[src/rtl/sha2r_pkg.sv]
package sha2r_pkg;
  typedef logic [31:0]      word_t;
  typedef logic [7:0][31:0] hvec_t;

  localparam int NUM_ROUNDS = 64;

  localparam word_t KTAB [64] = '{
    32'h428a2f98, 32'h71374491, 32'hb5c0fbcf, 32'he9b5dba5, 32'h3956c25b, 32'h59f111f1, 32'h923f82a4, 32'hab1c5ed5,
    32'hd807aa98, 32'h12835b01, 32'h243185be, 32'h550c7dc3, 32'h72be5d74, 32'h80deb1fe, 32'h9bdc06a7, 32'hc19bf174,
    32'he49b69c1, 32'hefbe4786, 32'h0fc19dc6, 32'h240ca1cc, 32'h2de92c6f, 32'h4a7484aa, 32'h5cb0a9dc, 32'h76f988da,
    32'h983e5152, 32'ha831c66d, 32'hb00327c8, 32'hbf597fc7, 32'hc6e00bf3, 32'hd5a79147, 32'h06ca6351, 32'h14292967,
    32'h27b70a85, 32'h2e1b2138, 32'h4d2c6dfc, 32'h53380d13, 32'h650a7354, 32'h766a0abb, 32'h81c2c92e, 32'h92722c85,
    32'ha2bfe8a1, 32'ha81a664b, 32'hc24b8b70, 32'hc76c51a3, 32'hd192e819, 32'hd6990624, 32'hf40e3585, 32'h106aa070,
    32'h19a4c116, 32'h1e376c08, 32'h2748774c, 32'h34b0bcb5, 32'h391c0cb3, 32'h4ed8aa4a, 32'h5b9cca4f, 32'h682e6ff3,
    32'h748f82ee, 32'h78a5636f, 32'h84c87814, 32'h8cc70208, 32'h90befffa, 32'ha4506ceb, 32'hbef9a3f7, 32'hc67178f2
  };

  function automatic word_t rotr(input word_t x, input int n);
    return (x >> n) | (x << (32 - n));
  endfunction

  function automatic word_t bsig0(input word_t x);
    return rotr(x, 2) ^ rotr(x, 13) ^ rotr(x, 22);
  endfunction

  function automatic word_t bsig1(input word_t x);
    return rotr(x, 6) ^ rotr(x, 11) ^ rotr(x, 25);
  endfunction

  function automatic word_t ssig0(input word_t x);
    return rotr(x, 7) ^ rotr(x, 18) ^ (x >> 3);
  endfunction

  function automatic word_t ssig1(input word_t x);
    return rotr(x, 17) ^ rotr(x, 19) ^ (x >> 10);
  endfunction

  function automatic word_t choose(input word_t e, input word_t f, input word_t g);
    return (e & f) ^ (~e & g);
  endfunction

  function automatic word_t major(input word_t a, input word_t b, input word_t c);
    return (a & b) ^ (a & c) ^ (b & c);
  endfunction
endpackage

[src/rtl/sha2r_sched.sv]
module sha2r_sched
  import sha2r_pkg::*;
#(
  parameter int DEPTH = 16
) (
  input  logic                     clk,
  input  logic                     rst_n,
  input  logic                     we,
  input  logic [$clog2(DEPTH)-1:0] widx,
  input  word_t                    wdata,
  input  logic                     shift,
  output word_t                    w_head
);
  localparam int IDXW = $clog2(DEPTH);

  logic [DEPTH-1:0][31:0] win_q, win_d;

  always_comb begin
    win_d = win_q;
    if (shift) begin
      for (int i = 0; i < DEPTH - 1; i++) win_d[i] = win_q[i+1];
      win_d[DEPTH-1] = ssig1(win_q[DEPTH-2]) + win_q[DEPTH-7] + ssig0(win_q[1]) + win_q[0];
    end else if (we) begin
      win_d[widx] = wdata;
    end
  end

  always_ff @(posedge clk or negedge rst_n) begin
    if (!rst_n) win_q <= '0;
    else if (shift || we) win_q <= win_d;
  end

  assign w_head = win_q[0];

  logic [IDXW-1:0] unused_idx;
  assign unused_idx = widx;

  // loading and expanding never collide
  p_port_excl_r4: assert property (@(posedge clk) disable iff (!rst_n) !(we && shift));
endmodule

[src/rtl/sha2r_round.sv]
module sha2r_round
  import sha2r_pkg::*;
#(
  parameter int ROUNDS = NUM_ROUNDS
) (
  input  logic  clk,
  input  logic  rst_n,
  input  logic  go,
  input  hvec_t h_init,
  input  word_t w_t,
  output logic  active,
  output logic  last,
  output hvec_t work
);
  localparam int CW = $clog2(ROUNDS);

  logic [CW-1:0] t_q, t_d;
  logic          act_q, act_d;
  hvec_t         v_q, v_d;
  word_t         t1, t2;

  assign last = act_q && (t_q == CW'(ROUNDS - 1));

  always_comb begin
    t1    = v_q[7] + bsig1(v_q[4]) + choose(v_q[4], v_q[5], v_q[6]) + KTAB[t_q] + w_t;
    t2    = bsig0(v_q[0]) + major(v_q[0], v_q[1], v_q[2]);
    v_d   = v_q;
    t_d   = t_q;
    act_d = act_q;
    if (go) begin
      v_d   = h_init;
      t_d   = '0;
      act_d = 1'b1;
    end else if (act_q) begin
      v_d[0] = t1 + t2;
      v_d[1] = v_q[0];
      v_d[2] = v_q[1];
      v_d[3] = v_q[2];
      v_d[4] = v_q[3] + t1;
      v_d[5] = v_q[4];
      v_d[6] = v_q[5];
      v_d[7] = v_q[6];
      t_d    = t_q + 1'b1;
      if (last) act_d = 1'b0;
    end
  end

  always_ff @(posedge clk or negedge rst_n) begin
    if (!rst_n) begin
      v_q   <= '0;
      t_q   <= '0;
      act_q <= 1'b0;
    end else if (go || act_q) begin
      v_q   <= v_d;
      t_q   <= t_d;
      act_q <= act_d;
    end
  end

  assign active = act_q;
  assign work   = v_q;

  // the round sequence ends after its final round
  p_round_stop_r10: assert property (@(posedge clk) disable iff (!rst_n) last |=> !active);
  // a new block is never started on top of a running one
  p_go_idle_r10: assert property (@(posedge clk) disable iff (!rst_n) go |-> !active);
endmodule

[src/rtl/sha2r_engine.sv]
module sha2r_engine
  import sha2r_pkg::*;
#(
  parameter int ADDR_W = 4,
  parameter int DEPTH  = 16,
  parameter int ROUNDS = NUM_ROUNDS
) (
  input  logic              clk,
  input  logic              rst_n,
  input  logic              bus_wr,
  input  logic [ADDR_W-1:0] bus_addr,
  input  logic [31:0]       bus_wdata,
  output logic [31:0]       bus_rdata
);
  localparam int IDXW = $clog2(DEPTH);
  localparam logic [ADDR_W-1:0] A_CTL  = ADDR_W'(0);
  localparam logic [ADDR_W-1:0] A_DATA = ADDR_W'(1);
  localparam logic [ADDR_W-1:0] A_CTX  = ADDR_W'(2);
  localparam logic [IDXW:0]     LEN_LIMIT = (IDXW+1)'(DEPTH - 3);
  localparam logic [3:0]        CTX_WORDS = 4'd10;

  typedef enum logic [1:0] {ST_IDLE, ST_PAD, ST_COMP, ST_FOLD} st_e;

  st_e              state_q, state_d;
  logic             lw_q, lw_d, lb_q, lb_d, en_q, en_d, dp_q, dp_d;
  logic [1:0]       cnt_q, cnt_d, mode_q, mode_d;
  logic [IDXW-1:0]  widx_q, widx_d, padj_q, padj_d;
  logic             pend_q, pend_d, here_q, here_d, extra_q, extra_d;
  logic [63:0]      len_q, len_d;
  logic [3:0]       ptr_q, ptr_d;
  hvec_t            h_q, h_d, rd_q, rd_d;

  logic             ctl_wr, dat_wr, ctx_wr, idle, accept, final_w, go;
  logic [2:0]       nbytes, hsel;
  logic [IDXW:0]    mpos;
  logic [63:0]      len_bits;
  word_t            fin_word, pad_word, s_data, w_head;
  logic             s_we, rnd_active, rnd_last;
  logic [IDXW-1:0]  s_idx;
  hvec_t            work;

  assign ctl_wr   = bus_wr && (bus_addr == A_CTL);
  assign dat_wr   = bus_wr && (bus_addr == A_DATA);
  assign ctx_wr   = bus_wr && (bus_addr == A_CTX);
  assign idle     = (state_q == ST_IDLE);
  assign accept   = dat_wr && idle && en_q && dp_q && mode_q[1];
  assign final_w  = lw_q && lb_q;
  assign nbytes   = final_w ? ({1'b0, cnt_q} + 3'd1) : 3'd4;
  assign len_bits = {len_q[60:0], 3'b000};
  assign hsel     = 3'd7 - ptr_q[2:0];
  assign mpos     = (cnt_q != 2'd3) ? {1'b0, widx_q} : ({1'b0, widx_q} + 1'b1);

  always_comb begin
    case (cnt_q)
      2'd0:    fin_word = {bus_wdata[31:24], 8'h80, 16'h0000};
      2'd1:    fin_word = {bus_wdata[31:16], 8'h80, 8'h00};
      2'd2:    fin_word = {bus_wdata[31:8], 8'h80};
      default: fin_word = bus_wdata;
    endcase
    if (here_q && (padj_q == IDXW'(DEPTH - 2)))      pad_word = len_bits[63:32];
    else if (here_q && (padj_q == IDXW'(DEPTH - 1))) pad_word = len_bits[31:0];
    else if (pend_q)                                  pad_word = 32'h8000_0000;
    else                                              pad_word = '0;
  end

  assign s_we   = accept || (state_q == ST_PAD);
  assign s_idx  = (state_q == ST_PAD) ? padj_q : widx_q;
  assign s_data = (state_q == ST_PAD) ? pad_word : (final_w ? fin_word : bus_wdata);

  always_comb begin
    state_d = state_q;
    lw_d = lw_q; lb_d = lb_q; cnt_d = cnt_q; mode_d = mode_q; en_d = en_q; dp_d = dp_q;
    widx_d = widx_q; padj_d = padj_q; pend_d = pend_q; here_d = here_q; extra_d = extra_q;
    len_d = len_q; ptr_d = ptr_q; h_d = h_q; rd_d = rd_q;
    go = 1'b0;

    if (ctl_wr) begin
      lw_d   = bus_wdata[21];
      lb_d   = bus_wdata[20];
      cnt_d  = bus_wdata[19:18];
      mode_d = bus_wdata[17:16];
      en_d   = bus_wdata[3];
      dp_d   = bus_wdata[0];
      if (bus_wdata[22]) begin
        lw_d = 1'b0;
        lb_d = 1'b0;
      end
      if (bus_wdata[6]) begin
        ptr_d  = '0;
        widx_d = '0;
      end
      if (bus_wdata[7]) begin
        rd_d = h_q;
        if (bus_wdata[17:16] == 2'd3) rd_d[7] = '0;
      end
    end

    if (ctx_wr && idle && (ptr_q < CTX_WORDS)) begin
      if (ptr_q < 4'd8)       h_d[hsel]    = bus_wdata;
      else if (ptr_q == 4'd8) len_d[31:0]  = bus_wdata;
      else                    len_d[63:32] = bus_wdata;
      ptr_d = ptr_q + 4'd1;
    end

    case (state_q)
      ST_IDLE: begin
        if (accept) begin
          len_d  = len_q + 64'(nbytes);
          widx_d = widx_q + 1'b1;
          if (final_w) begin
            widx_d  = '0;
            pend_d  = (cnt_q == 2'd3);
            here_d  = (mpos <= LEN_LIMIT);
            extra_d = (mpos > LEN_LIMIT);
            padj_d  = widx_q + 1'b1;
            if (widx_q == IDXW'(DEPTH - 1)) begin
              state_d = ST_COMP;
              go      = 1'b1;
            end else begin
              state_d = ST_PAD;
            end
          end else if (lw_q) begin
            widx_d  = '0;
            extra_d = 1'b0;
            state_d = ST_COMP;
            go      = 1'b1;
          end
        end
      end
      ST_PAD: begin
        if (pend_q && !(here_q && (padj_q >= IDXW'(DEPTH - 2)))) pend_d = 1'b0;
        padj_d = padj_q + 1'b1;
        if (padj_q == IDXW'(DEPTH - 1)) begin
          state_d = ST_COMP;
          go      = 1'b1;
        end
      end
      ST_COMP: begin
        if (rnd_last) state_d = ST_FOLD;
      end
      default: begin
        for (int i = 0; i < 8; i++) h_d[i] = h_q[i] + work[i];
        if (extra_q) begin
          state_d = ST_PAD;
          padj_d  = '0;
          here_d  = 1'b1;
          extra_d = 1'b0;
        end else begin
          state_d = ST_IDLE;
        end
      end
    endcase
  end

  always_ff @(posedge clk or negedge rst_n) begin
    if (!rst_n) begin
      state_q <= ST_IDLE;
      lw_q <= 1'b0; lb_q <= 1'b0; cnt_q <= '0; mode_q <= '0; en_q <= 1'b0; dp_q <= 1'b0;
      widx_q <= '0; padj_q <= '0; pend_q <= 1'b0; here_q <= 1'b0; extra_q <= 1'b0;
      len_q <= '0; ptr_q <= '0; h_q <= '0; rd_q <= '0;
    end else begin
      state_q <= state_d;
      lw_q <= lw_d; lb_q <= lb_d; cnt_q <= cnt_d; mode_q <= mode_d; en_q <= en_d; dp_q <= dp_d;
      widx_q <= widx_d; padj_q <= padj_d; pend_q <= pend_d; here_q <= here_d; extra_q <= extra_d;
      len_q <= len_d; ptr_q <= ptr_d; h_q <= h_d;
      if (ctl_wr && bus_wdata[7]) rd_q <= rd_d;
    end
  end

  sha2r_sched #(.DEPTH(DEPTH)) u_sched (
    .clk(clk), .rst_n(rst_n), .we(s_we), .widx(s_idx), .wdata(s_data),
    .shift(rnd_active), .w_head(w_head)
  );

  sha2r_round #(.ROUNDS(ROUNDS)) u_round (
    .clk(clk), .rst_n(rst_n), .go(go), .h_init(h_q), .w_t(w_head),
    .active(rnd_active), .last(rnd_last), .work(work)
  );

  always_comb begin
    if (bus_addr == A_CTL)
      bus_rdata = {!idle, 9'b0, lw_q, lb_q, cnt_q, mode_q, 12'b0, en_q, 2'b0, dp_q};
    else if (bus_addr[ADDR_W-1])
      bus_rdata = rd_q[bus_addr[2:0]];
    else
      bus_rdata = '0;
  end

  // unsupported mode leaves the byte count untouched
  p_mode_gate_r2: assert property (@(posedge clk) disable iff (!rst_n)
    (dat_wr && !mode_q[1]) |=> $stable(len_q));
  // the context position never runs past the ten words
  p_ptr_cap_r3: assert property (@(posedge clk) disable iff (!rst_n) ptr_q <= CTX_WORDS);
  // data written while busy is dropped
  p_busy_ignore_r7: assert property (@(posedge clk) disable iff (!rst_n)
    (dat_wr && !idle) |=> $stable(len_q));
  // context written while busy is dropped
  p_ctx_busy_r7: assert property (@(posedge clk) disable iff (!rst_n)
    (ctx_wr && !idle) |=> $stable(ptr_q));
  // acknowledge clears both block flags
  p_ack_clear_r8: assert property (@(posedge clk) disable iff (!rst_n)
    (ctl_wr && bus_wdata[22]) |=> (!lw_q && !lb_q));
  // readback window moves only on a latch pulse
  p_latch_hold_r9: assert property (@(posedge clk) disable iff (!rst_n)
    !(ctl_wr && bus_wdata[7]) |=> $stable(rd_q));
endmodule

[config.mk]
export PLATFORM = sky130hd
export DESIGN_NAME = sha2r_engine
export DESIGN_NICKNAME = d
export VERILOG_FILES = /design/src/rtl/sha2r_pkg.sv /design/src/rtl/sha2r_sched.sv /design/src/rtl/sha2r_round.sv /design/src/rtl/sha2r_engine.sv
export SDC_FILE = /design/constraint.sdc
export NUM_CORES = 2
export LEC_CHECK = 0
export ABC_CLOCK_PERIOD_IN_PS = 8150
export BUFFER_PORTS_ARGS = -buffer_cell sky130_fd_sc_hd__buf_2
export CAP_MARGIN = 15
export CORE_MARGIN = 2
export CORE_UTILIZATION = 40
export CTS_CLUSTER_SIZE = 16
export DETAILED_ROUTE_END_ITERATION = 16
export SLEW_MARGIN = 20
export SYNTH_ARGS = -nofsm -noshare
export SYNTH_HDL_FRONTEND = slang
export SYNTH_HIERARCHICAL = 1
export SYNTH_SLANG_ARGS = --single-unit
[constraint.sdc]
create_clock -name clk -period 8.15 [get_ports clk]
set_input_delay 0.815 -clock clk [delete_from_list [all_inputs] [get_ports clk]]
set_output_delay 0.815 -clock clk [all_outputs]
set_load 0.05 [all_outputs]
==> summary.md <==
| Metric | Value |
|---|---|
| Area of the multi-input gates | 56300 um2 |
| DR WL met2 | 165000 um |
| Synthesized Nets | 10700 |
| Die area | 238000 um2 |
| Initial antenna violation count | 32 |
| Core ar. | 233000 um2 |
| Synth area leader | dfrtp_1 |
| FFs w/ async S/R, synth | 100% |
| Global route overflow | 0 |
| Hold WS | 446 ps |
| Core Util, Final | 46.0% |
| Final Skew | 46.2 ps |
| Largest cells by area after synthesis | dfrtp_1 37%, mux2i_1 11%, o21ai_0 6.9% |
| GP Congestion | 1.04 |
| Final Max Tran Viols | 0 |
| Met3 WL post-DR | 24000 um |
| Sequential area share after synthesis | 36.7% |
| CP peak stage delay | 560 ps |
| Cell Area, Placed | 100000 um2 |
| DRT met1 WL | 147000 um |
| Tightest Pin Transition | 1130 ps |
| Ratio of final minimum period to clock period | 98.3% |
| Worst skew pair latency | 820 ps |
| Worst Hold End | u_sched/win_q[313]$_DFFE_PN0P_ |
| Pin count of the biggest net entering global routing | 288 |
| Synth unique cells | 106 |
| # fillers | 22100 |
| Worst reg2reg startpoint | u_round/t_q[0]$_DFFE_PN0P_ |
| CP Max Fanout | 4 |
| Initial DRC count | 7294 |
| # H-tree levels | 4 |
| Fin area | 107000 um2 |
| Yosys warning count | 6 |
| FF-to-FF setup slack | 140 ps |
| CP arrival | 8760 ps |
| Worst Path Required | 8900 ps |
| CTS tree | done |
| FF/Latch Area | 34400 um2 |
| Initial Util | 40.3% |
| Port-buffer cells | 70 |
| NumNets Final | 10800 |
| TritonCTS Sinks | 1373 |
| Status | finished, final reports clean |
| Slowest CP cell | fa_1 |
| Slew headroom | 24.5% |
| Global-route usage over all layers | 29.7% |
| Critical path launch point type | flip-flop |
| Max_cap viols | 0 |
| Fmax | 0.125 GHz |
| CTS clk-pin slew, worst paths | 60 ps |
| Fraction of layout cells with a size suffix above 1 | 15.9% |
| Critical path type | reg -> reg |
| Mean routed wirelength per cell | 26.8 um |
| CTS root buffer | clkbuf_16 |
| Number of global-route vias before repair | 77300 |
| Die Wd | 488 um |
| RSZ-0062 raised after global routing | yes |
| Post-Layout Cell Count | 13400 |
| Critical path endpoint category | flip-flop |
| Final Critical Period | 8010 ps |
| First-pass GRT wire length | 527000 um |
| Vias per inst | 5.89 |
| R2r endpoint | u_round/work[31]$_DFFE_PN0P_ |
| Via total after detailed routing | 78900 |
| Hpwl dp | 262000 um |
| Routed WL | 360000 um |
| Drt drc | 0 |
| Worst hold start | u_sched/win_q[345]$_DFFE_PN0P_ |
| Final hold violation count | 0 |
| Vert. Die Dim | 488 um |
| Inst Count DP | 13100 |
| HP Class | reg -> reg |
| Longest Clk Path Bufs | 3 |
| Post-synth top flop | dfrtp_1 |
| # rows | 177 |
| Post-DRT Antenna Nets | 0 |
| Layout overhead on the synthesized area | 14.4% |
| Top post-synthesis cells by count | 1373 x dfrtp_1, 1324 x nand2_1, 1291 x o21ai_0, 1016 x mux2i_1, 570 x clkbuf_1 |
| Setup-failing EPs final | 0 |
| Router iterations before antenna repair | 6 |
| FF-to-FF path depth | 39 |
| Share of the synthesized area in the top cell type | 36.7% |
| Yosys reg bits | 1373 |
| Post-synthesis average cell area | 9.36 um2 |
| EDFF count, synth | 0 |
| Area of the mapped netlist | 93700 um2 |
| Top-level I/O count | 71 |
| Most frequent cell after synthesis | dfrtp_1 |
| Synth Instances | 10000 |
| Hold Path Depth | 2 |
| TritonCTS Buffers | 155 |
| Top sig layer | met5 |
-- sequential cells by signal (all words and copies together), names as in the netlist, 2 cells and up --
name / count
cnt_q: 2
h_q: 256
len_q: 61
mode_q: 2
padj_q: 4
ptr_q: 4
rd_q: 256
state_q: 2
u_round/t_q: 6
u_round/work: 256
u_sched/w_head: 32
u_sched/win_q: 480
widx_q: 4
-- logic make-up (layout without fill, tap and decap cells) --
group	Yosys count	count (layout)	synth area share, %
AOI/OAI and AO/OA	2692	2692	17.2
buffers and inverters	1142	1396	4.80
muxes	1362	1362	15.9
DFF	1373	1373	36.7
adders and majority gates	606	606	9.66
xor gates and xnor gates	562	562	5.25
other	0	7	0
and+or+nand+nor	2277	2277	10.6
-- per-stage QoR --
step	setup WS, ps	setup TNS, ps
floorplan	50.0	0
global placement	-539	-4710
detailed placement	-599	-4950
CTS	12.2	0
global route	-100	-327
finish	136	0
-- timing repair --
action / 4_1_cts / 5_1_grt
buffers inserted: 8 / 34
hold buffers: 1 / 0
pin swaps: 15 / 117
endpoints found under the setup margin: 15 / 28
resized for setup: 66 / 250
hold endpoints to repair: 57 / 0
gates cloned: 0 / 0
-- placed cells by master, fill, tap and decap left out, types with 276 or more instances in the layout --
cell     netlist  layout
a21oi_1      480     447
buf_4         33     600
dfrtp_1     1373    1369
ha_1         407     374
inv_1        389     359
mux2_2       276     276
mux2i_1     1016    1016
nand2_1     1324    1313
nor2_1       388     357
o21ai_0     1291    1238
xnor2_1      359     353
-- worst max-delay path: cells and delay by family, from the launching register on --
kind | cells | cell delay [ps]
fa+ha+maj | 8 | 3000
compound gates | 16 | 2960
buf+inv | 8 | 740
simple gates | 5 | 550
flops | 1 | 370
xor+xnor | 2 | 330
-- layer usage --
| layer | up-vias | GRT usage [%] |
|---|---|---|
| met2 | 2826 | 47.3 |
| met4 | 12 | 17.0 |
| met5 | - | 0 |
| met3 | 806 | 5.07 |
| met1 | 39800 | 37.9 |
| li1 | 35500 | - |
-- layout make-up --
type	instances	area share [%]
well taps	3132	3.66
repair buffers	716	5.28
inverters	393	1.38
multi-input cells	7499	52.5
clock buffers	226	4.21
flip-flops and latches	1373	32.1
clock inverters	61	0.882
diodes	7	0.0163
-- worst max path at each step --
stage	from	endpoint	slack [ps]	depth (start not counted)
after floorplan	u_round/t_q[0]$_DFFE_PN0P_	u_round/work[29]$_DFFE_PN0P_	50	34
after CTS	u_round/t_q[0]$_DFFE_PN0P_	u_round/work[31]$_DFFE_PN0P_	10	37
after global placement	u_round/t_q[0]$_DFFE_PN0P_	u_round/work[30]$_DFFE_PN0P_	-540	36
after detailed placement	u_round/t_q[0]$_DFFE_PN0P_	u_round/work[30]$_DFFE_PN0P_	-600	36
after global routing	u_round/t_q[0]$_DFFE_PN0P_	u_round/work[31]$_DFFE_PN0P_	-100	39
final	u_round/t_q[0]$_DFFE_PN0P_	u_round/work[31]$_DFFE_PN0P_	140	39
Power is not shown: default switching activity piles up to over one toggle a cycle in this logic, so the estimate is an artifact.
